[src/rtl/sec_filter_pkg.sv]
package sec_filter_pkg;

  typedef enum logic [1:0] {
    ST_IDLE  = 2'd0,
    ST_FWD   = 2'd1,
    ST_WAIT  = 2'd2,
    ST_LOCAL = 2'd3
  } txn_state_t;

  // Pass rule: only a non-secure master aimed at a secure address is refused.
  function automatic logic req_blocked(input logic master_ns, input logic addr_secure);
    return master_ns & addr_secure;
  endfunction

  // Sticky interrupt update; the clear strobe dominates.
  function automatic logic irq_next(input logic cur, input logic reject, input logic clr);
    if (clr) return 1'b0;
    return cur | reject;
  endfunction

endpackage

[src/rtl/sf_policy.sv]
module sf_policy (
  input  logic master_ns,
  input  logic addr_secure,
  output logic blocked
);
  import sec_filter_pkg::*;

  always_comb blocked = req_blocked(master_ns, addr_secure);


  always_comb begin
    pass_secure_master_chk: assert (master_ns || !blocked);
  end
endmodule

[src/rtl/sf_irq_status.sv]
module sf_irq_status (
  input  logic clk,
  input  logic rst_n,
  input  logic reject,
  input  logic clr,
  output logic irq
);
  import sec_filter_pkg::*;

  logic stat_q;

  always_ff @(posedge clk or negedge rst_n) begin
    if (!rst_n) stat_q <= 1'b0;
    else        stat_q <= irq_next(stat_q, reject, clr);
  end

  assign irq = stat_q;


  irq_set_chk: assert property (@(posedge clk) disable iff (!rst_n)
    reject && !clr |=> irq);

  irq_clear_chk: assert property (@(posedge clk) disable iff (!rst_n)
    clr |=> !irq);

  irq_sticky_chk: assert property (@(posedge clk) disable iff (!rst_n)
    irq && !clr |=> irq);
endmodule

[src/rtl/sf_txn_ctrl.sv]
module sf_txn_ctrl #(
  parameter int AW = 32,
  parameter int DW = 32
) (
  input  logic          clk,
  input  logic          rst_n,
  input  logic          blocked,
  input  logic          cfg_err_resp,
  input  logic          up_req_valid,
  output logic          up_req_ready,
  input  logic [AW-1:0] up_addr,
  input  logic          up_write,
  input  logic [DW-1:0] up_wdata,
  output logic          up_rsp_valid,
  output logic [DW-1:0] up_rsp_rdata,
  output logic          up_rsp_err,
  output logic          dn_req_valid,
  input  logic          dn_req_ready,
  output logic [AW-1:0] dn_addr,
  output logic          dn_write,
  output logic [DW-1:0] dn_wdata,
  input  logic          dn_rsp_valid,
  input  logic [DW-1:0] dn_rsp_rdata,
  input  logic          dn_rsp_err,
  output logic          accept_evt,
  output logic          reject_evt
);
  import sec_filter_pkg::*;

  localparam logic [DW-1:0] ZERO_DATA = '0;

  txn_state_t   state_q, state_d;
  logic [AW-1:0] addr_q;
  logic          write_q;
  logic [DW-1:0] wdata_q;
  logic          err_q;

  assign up_req_ready = (state_q == ST_IDLE);
  assign accept_evt   = up_req_valid && up_req_ready;
  assign reject_evt   = accept_evt && blocked;

  always_comb begin
    state_d = state_q;
    unique case (state_q)
      ST_IDLE:  if (accept_evt) state_d = blocked ? ST_LOCAL : ST_FWD;
      ST_FWD:   if (dn_req_ready) state_d = ST_WAIT;
      ST_WAIT:  if (dn_rsp_valid) state_d = ST_IDLE;
      ST_LOCAL: state_d = ST_IDLE;
      default:  state_d = ST_IDLE;
    endcase
  end

  always_ff @(posedge clk or negedge rst_n) begin
    if (!rst_n) begin
      state_q <= ST_IDLE;
      addr_q  <= '0;
      write_q <= 1'b0;
      wdata_q <= '0;
      err_q   <= 1'b0;
    end else begin
      state_q <= state_d;
      if (accept_evt) begin
        addr_q  <= up_addr;
        write_q <= up_write;
        wdata_q <= up_wdata;
        err_q   <= cfg_err_resp;
      end
    end
  end

  assign dn_req_valid = (state_q == ST_FWD);
  assign dn_addr      = addr_q;
  assign dn_write     = write_q;
  assign dn_wdata     = wdata_q;

  always_comb begin
    up_rsp_valid = 1'b0;
    up_rsp_rdata = ZERO_DATA;
    up_rsp_err   = 1'b0;
    if (state_q == ST_WAIT) begin
      up_rsp_valid = dn_rsp_valid;
      up_rsp_rdata = dn_rsp_rdata;
      up_rsp_err   = dn_rsp_err;
    end else if (state_q == ST_LOCAL) begin
      up_rsp_valid = 1'b1;
      up_rsp_err   = err_q;
    end
  end


  reject_no_fwd_chk: assert property (@(posedge clk) disable iff (!rst_n)
    reject_evt |=> !dn_req_valid && up_rsp_valid);

  reject_rsp_chk: assert property (@(posedge clk) disable iff (!rst_n)
    reject_evt |=> (up_rsp_rdata == ZERO_DATA) && (up_rsp_err == $past(cfg_err_resp)));

  reject_one_rsp_chk: assert property (@(posedge clk) disable iff (!rst_n)
    reject_evt |=> ##1 !up_rsp_valid);

  single_outstanding_chk: assert property (@(posedge clk) disable iff (!rst_n)
    accept_evt |=> !up_req_ready);

  fwd_hold_chk: assert property (@(posedge clk) disable iff (!rst_n)
    dn_req_valid && !dn_req_ready |=> dn_req_valid && $stable(dn_addr) && $stable(dn_wdata));

  fwd_start_chk: assert property (@(posedge clk) disable iff (!rst_n)
    accept_evt && !blocked |=> dn_req_valid && (dn_addr == $past(up_addr)));

  ready_back_chk: assert property (@(posedge clk) disable iff (!rst_n)
    up_rsp_valid |=> up_req_ready);
endmodule

[src/rtl/bus_master_sec_filter.sv]
module bus_master_sec_filter #(
  parameter int AW = 32,
  parameter int DW = 32
) (
  input  logic          clk,
  input  logic          rst_n,
  input  logic          cfg_master_ns,
  input  logic          cfg_err_resp,
  input  logic          irq_clr,
  output logic [AW-1:0] attr_addr,
  input  logic          attr_secure,
  input  logic          up_req_valid,
  output logic          up_req_ready,
  input  logic [AW-1:0] up_addr,
  input  logic          up_write,
  input  logic [DW-1:0] up_wdata,
  output logic          up_rsp_valid,
  output logic [DW-1:0] up_rsp_rdata,
  output logic          up_rsp_err,
  output logic          dn_req_valid,
  input  logic          dn_req_ready,
  output logic [AW-1:0] dn_addr,
  output logic          dn_write,
  output logic [DW-1:0] dn_wdata,
  input  logic          dn_rsp_valid,
  input  logic [DW-1:0] dn_rsp_rdata,
  input  logic          dn_rsp_err,
  output logic          irq
);

  logic blocked;
  logic accept_evt;
  logic reject_evt;

  assign attr_addr = up_addr;

  sf_policy u_policy (
    .master_ns   (cfg_master_ns),
    .addr_secure (attr_secure),
    .blocked     (blocked)
  );

  sf_txn_ctrl #(.AW(AW), .DW(DW)) u_ctrl (
    .clk          (clk),
    .rst_n        (rst_n),
    .blocked      (blocked),
    .cfg_err_resp (cfg_err_resp),
    .up_req_valid (up_req_valid),
    .up_req_ready (up_req_ready),
    .up_addr      (up_addr),
    .up_write     (up_write),
    .up_wdata     (up_wdata),
    .up_rsp_valid (up_rsp_valid),
    .up_rsp_rdata (up_rsp_rdata),
    .up_rsp_err   (up_rsp_err),
    .dn_req_valid (dn_req_valid),
    .dn_req_ready (dn_req_ready),
    .dn_addr      (dn_addr),
    .dn_write     (dn_write),
    .dn_wdata     (dn_wdata),
    .dn_rsp_valid (dn_rsp_valid),
    .dn_rsp_rdata (dn_rsp_rdata),
    .dn_rsp_err   (dn_rsp_err),
    .accept_evt   (accept_evt),
    .reject_evt   (reject_evt)
  );

  sf_irq_status u_irq (
    .clk    (clk),
    .rst_n  (rst_n),
    .reject (reject_evt),
    .clr    (irq_clr),
    .irq    (irq)
  );


  secure_master_pass_chk: assert property (@(posedge clk) disable iff (!rst_n)
    accept_evt && !cfg_master_ns |=> !irq || $past(irq));
endmodule

[config.mk]
export PLATFORM = sky130hd
export DESIGN_NAME = bus_master_sec_filter
export DESIGN_NICKNAME = d
export VERILOG_FILES = /design/src/rtl/sec_filter_pkg.sv /design/src/rtl/sf_policy.sv /design/src/rtl/sf_irq_status.sv /design/src/rtl/sf_txn_ctrl.sv /design/src/rtl/bus_master_sec_filter.sv
export SDC_FILE = /design/constraint.sdc
export NUM_CORES = 1
export LEC_CHECK = 0
export ABC_AREA = 0
export BUFFER_PORTS_ARGS = -buffer_cell sky130_fd_sc_hd__buf_4
export CORE_ASPECT_RATIO = 0.5
export CORE_UTILIZATION = 30
export DETAILED_ROUTE_END_ITERATION = 12
export PLACE_DENSITY = 0.68
export SYNTH_ARGS = -nofsm -noshare
export SYNTH_HDL_FRONTEND = slang
export SYNTH_SLANG_ARGS = --single-unit
export TNS_END_PERCENT = 20
[constraint.sdc]
create_clock -name clk -period 1.4 [get_ports clk]
set_input_delay 0.21 -clock clk [delete_from_list [all_inputs] [get_ports clk]]
set_output_delay 0.21 -clock clk [all_outputs]
set_load 0.02 [all_outputs]
==> results.md <==
- The flow ran to the end, but the final reports show violations.
- The checks that failed: setup timing.
- The post-synthesis cell type count is 18.
- The beginning of the critical path is u_ctrl.state_q[1]$_DFFE_PN0P_.
- Of the total power, the clock network draws 0.180.
- The overall routing resource usage is 0.1599.
- The number of antenna violations at the first check in global routing is 0.
- The slack of the critical path is -0.1970 ns.
- The worst slew slack as a fraction of its limit is 0.7452.
- The repair_antennas step left the layout with diodes totalling 0.
- Detailed placement finished with a half-perimeter wire length of ~6700 µm.
- The share of total power dissipated in combinational logic is 0.534.
- The post-detailed-route DRC marker count is 0.
- The class of the worst hold path is input pin to flop.
- The average instance area after synthesis is 13.67 µm².
- The clock net sink count is 69.
- The worst hold path begins at irq_clr.
- The max capacitance violation total is 0.
- The largest fanout on the critical path is 32.
- The root cell of the clock tree is clkbuf_16.
- The global-route wire length before repair is 12,980 µm.
- The share of final-layout standard cells stronger than drive strength 1 is 0.7152.
- The first-iteration detailed-routing DRC count is 62.
- The starting utilization of the core area is 0.3176.
- Dividing the detail-routed via count by the number of cells gives 4.126.
- The mux cell area share after synthesis is 0.2471.
- For this run, the detailed router's first-pass iteration total came to 4.
- The max-slew violation count came to 0.
- The number of hold violations in the final report is 0.
- The deepest clock path buffer count is 2.
- The routed design could run at a clock period as short as 1.597 ns.
- The power consumption is 12.38 mW.
- After clock tree synthesis, the clock-pin slew on the worst setup and hold paths is approximately 0.050 ns.
- In this run the remaining antenna-violating nets after routing total 0.
- The wire length per cell after detailed routing is 15.02 µm.
- The detailed-route wire length is ~8700 µm.
- The compound-gate portion of the synthesized area is 0.01094.
- The final setup skew is 0.004940 ns.
- In this run the worst setup path terminates at up_rsp_rdata[9].
- Traced cell by cell, the critical path runs through nor2b_4, buf_12, and2_1, buf_6.
- Of the total power, the share spent switching nets is 0.3678.
- Static timing analysis puts the maximum clock frequency at between 600 and 700 MHz.
- The buffers inserted during post-CTS setup optimization is 0.
- Of the total synthesized cell area, the portion taken by XOR and XNOR cells is 0.
- Setup violations remaining at the end of the flow were counted as 101.
- The arrival time at the worst endpoint is 1.39 ns.
- Setup total negative slack on the finished layout was measured at -11.68 ns.
- The pin count of the biggest net entering global routing is 70.
- The post-layout net count is 549.
- Setup repair after global routing could not meet its margin everywhere.
- The length in cells of the worst reg-to-reg path is 3.
- The maximum resistive drop on vdd is between 0.7 and 0.8 mV.
- The slowest stage of the critical path is the dfrtp_1 cell.
- After floorplanning, the core was sized to cover slightly below 10,000 µm².
- Of the total synthesized cell area, the portion taken by full adders, half adders and majority gates is 0.
- Internal power comes to 7.825 mW.
- TritonCTS built the clock tree.
- The critical register-to-register path endpoint is u_ctrl.dn_addr[15]$_DFFE_PN0P_.
- The number of global-route vias before repair was 2,405.
- Detailed routing inserted a total of around 2,400 vias.
- The warning count from the yosys run is 0.
- The net load switching power is around 4.6 mW.
- The critical path launch point type is a flop.
- For the worst setup path, the data required time is 1.19 ns.
- The share of synthesized area occupied by flip-flops and latches is 0.5589.
- At the end of routability-driven placement, the weighted congestion stood at 0.7349.
- The number of H-tree levels is 3.
- The floorplan row count is 25.
- The worst register-to-register path begins at u_ctrl.state_q[0]$_DFFE_PN0P_.
- Counting every net in the synthesized netlist gives 333.
- The I/O pin count is ~240.
- At the pin with the least slew margin, the transition time is 0.3823 ns.
- The die is 73.76 µm tall.
- The most frequent standard cell in the layout excluding fill and tap cells is buf_4.
- The worst setup path is of the flop to output pin kind.
- By area, the combinational part of the netlist is dominated by multiplexers.
- The part of the cycle the worst path needs is 1.141.
- The largest incremental delay on the critical path is slightly above 0.4 ns.
- The die boundary width is 145.5 µm.
- Of the total power, registers draw 0.286.
- The die covers around 11,000 µm².
- For this design the ratio of total power to cell area is 2335 nW/µm².
- For flop-to-flop paths, the worst setup slack is -0.12 ns.
- The count of mapped cells out of synthesis is 226.
- The total congestion overflow after global routing is 0.
- The capturing element type of the critical path is an output pin.
- After synthesis the netlist holds a flip-flop and latch count of 69.
- The post-synthesis instance area is about 3100 µm².
- The area growth from synthesis to layout is 71.57%.
- The number of port buffers is 240.
- Of the total synthesized cell area, the portion taken by AND, OR, NAND and NOR gates is 0.08100.
- For the worst-skew pair, the clock arrives at the later sink with an insertion delay of 0.33 ns.
- The total CTS buffers is 9.
- Leaving out fill and tap cells, the most frequent cells in the layout are buf_4 (215), dfrtp_1 (68), mux2_2 (46).
- The cell leakage power is approximately 2.6 nW.
==> critical path, delay by kind of cell, from the launching register on <==
kind	cells	cell delay (ns)
flops	1	0.41
simple gates	2	0.36
buf+inv	2	0.28
==> sequential cells by signal (all words and copies together) (netlist names) <==
signal           cells
u_ctrl.dn_addr      32
u_ctrl.dn_wdata     32
u_ctrl.dn_write      1
u_ctrl.err_q         1
u_ctrl.state_q       2
u_irq.irq            1
==> through the flow <==
stage | hold slack, ns | cell area (µm²) | worst slack [ns] | utilization | cells
after detailed placement | 0.2495 | 4850 | -0.1042 | 0.4985 | 565
after global placement | 0.2504 | 4850 | -0.05703 | 0.4985 | 565
after floorplan | -0.08559 | 3105 | -0.06108 | - | 226
final | 0.03280 | 5300 | -0.1970 | 0.5448 | 581
after global routing | 0.02704 | 5300 | -0.2788 | 0.5448 | 581
after CTS | 0.01959 | 5264 | -0.2135 | 0.5411 | 581
==> power groups by stage <==
stage	clock network [mW]	logic (mW)	registers, mW
floorplan	0	2.39	4.72
global placement	0	6.31	3.53
detailed placement	0	6.37	3.57
CTS	2.29	6.59	3.55
global route	2.38	6.96	3.69
finish	2.23	6.61	3.54
==> metal layers <==
layer	wire [µm]	share of wire	global-route usage
met5	0	0	0
met4	120	0.014	0.05497
met3	340	0.039	0.05031
met2	5275	0.60	0.3189
met1	2987	0.34	0.1613
==> how the worst min path moves through the flow <==
stage                                     endpoint  slack (ns)  cells after the start
floorplan            u_ctrl.dn_addr[0]$_DFFE_PN0P_       -0.09                      0
global placement     u_ctrl.dn_addr[0]$_DFFE_PN0P_        0.25                      2
detailed placement  u_ctrl.dn_addr[15]$_DFFE_PN0P_        0.25                      2
CTS                            u_irq.irq$_DFF_PN0_        0.02                      2
global route                   u_irq.irq$_DFF_PN0_        0.03                      2
finish                         u_irq.irq$_DFF_PN0_        0.03                      2
==> synth_stat cells <==
cell,number,area (µm²)
dfrtp_1,69,1727
mux2_2,48,540.5
buf_4,33,247.7
and2_1,32,200.2
mux2_1,18,202.7
buf_2,6,30.03
clkbuf_1,3,11.26
nor2b_1,3,18.77
buf_6,2,22.52
mux2i_1,2,20.02
nor2_1,2,7.510
o21a_1,2,15.01
a21o_1,1,7.510
a31oi_1,1,6.260
inv_1,1,3.750
nand3_1,1,5.000
nor3b_4,1,18.77
o21ai_0,1,5.000
==> cells by family (layout without fill, tap and decap cells) <==
kind of cell | count (synthesis) | count (layout)
DFF | 69 | 69
muxes | 68 | 68
buffers and inverters | 45 | 265
and+or+nand+nor | 39 | 39
AOI/OAI and AO/OA | 5 | 5
==> cell type report <==
type	instances	area, µm²
Clock buffer	14	264.0
Tap cell	135	168.9
Multi-Input combinational cell	112	1084
Inverter	1	3.754
Timing Repair Buffer	249	2022
Fill cell	851	4428
Clock inverter	1	30.03
Sequential cell	69	1728
==> timing repair <==
action | CTS | global route
pin swaps | 0 | 0
endpoints found under the hold margin | 69 | 0
setup endpoints to repair | 102 | 102
resized for setup | 30 | 12
hold buffers | 1 | 0
Power figures use the tool's default switching activity.
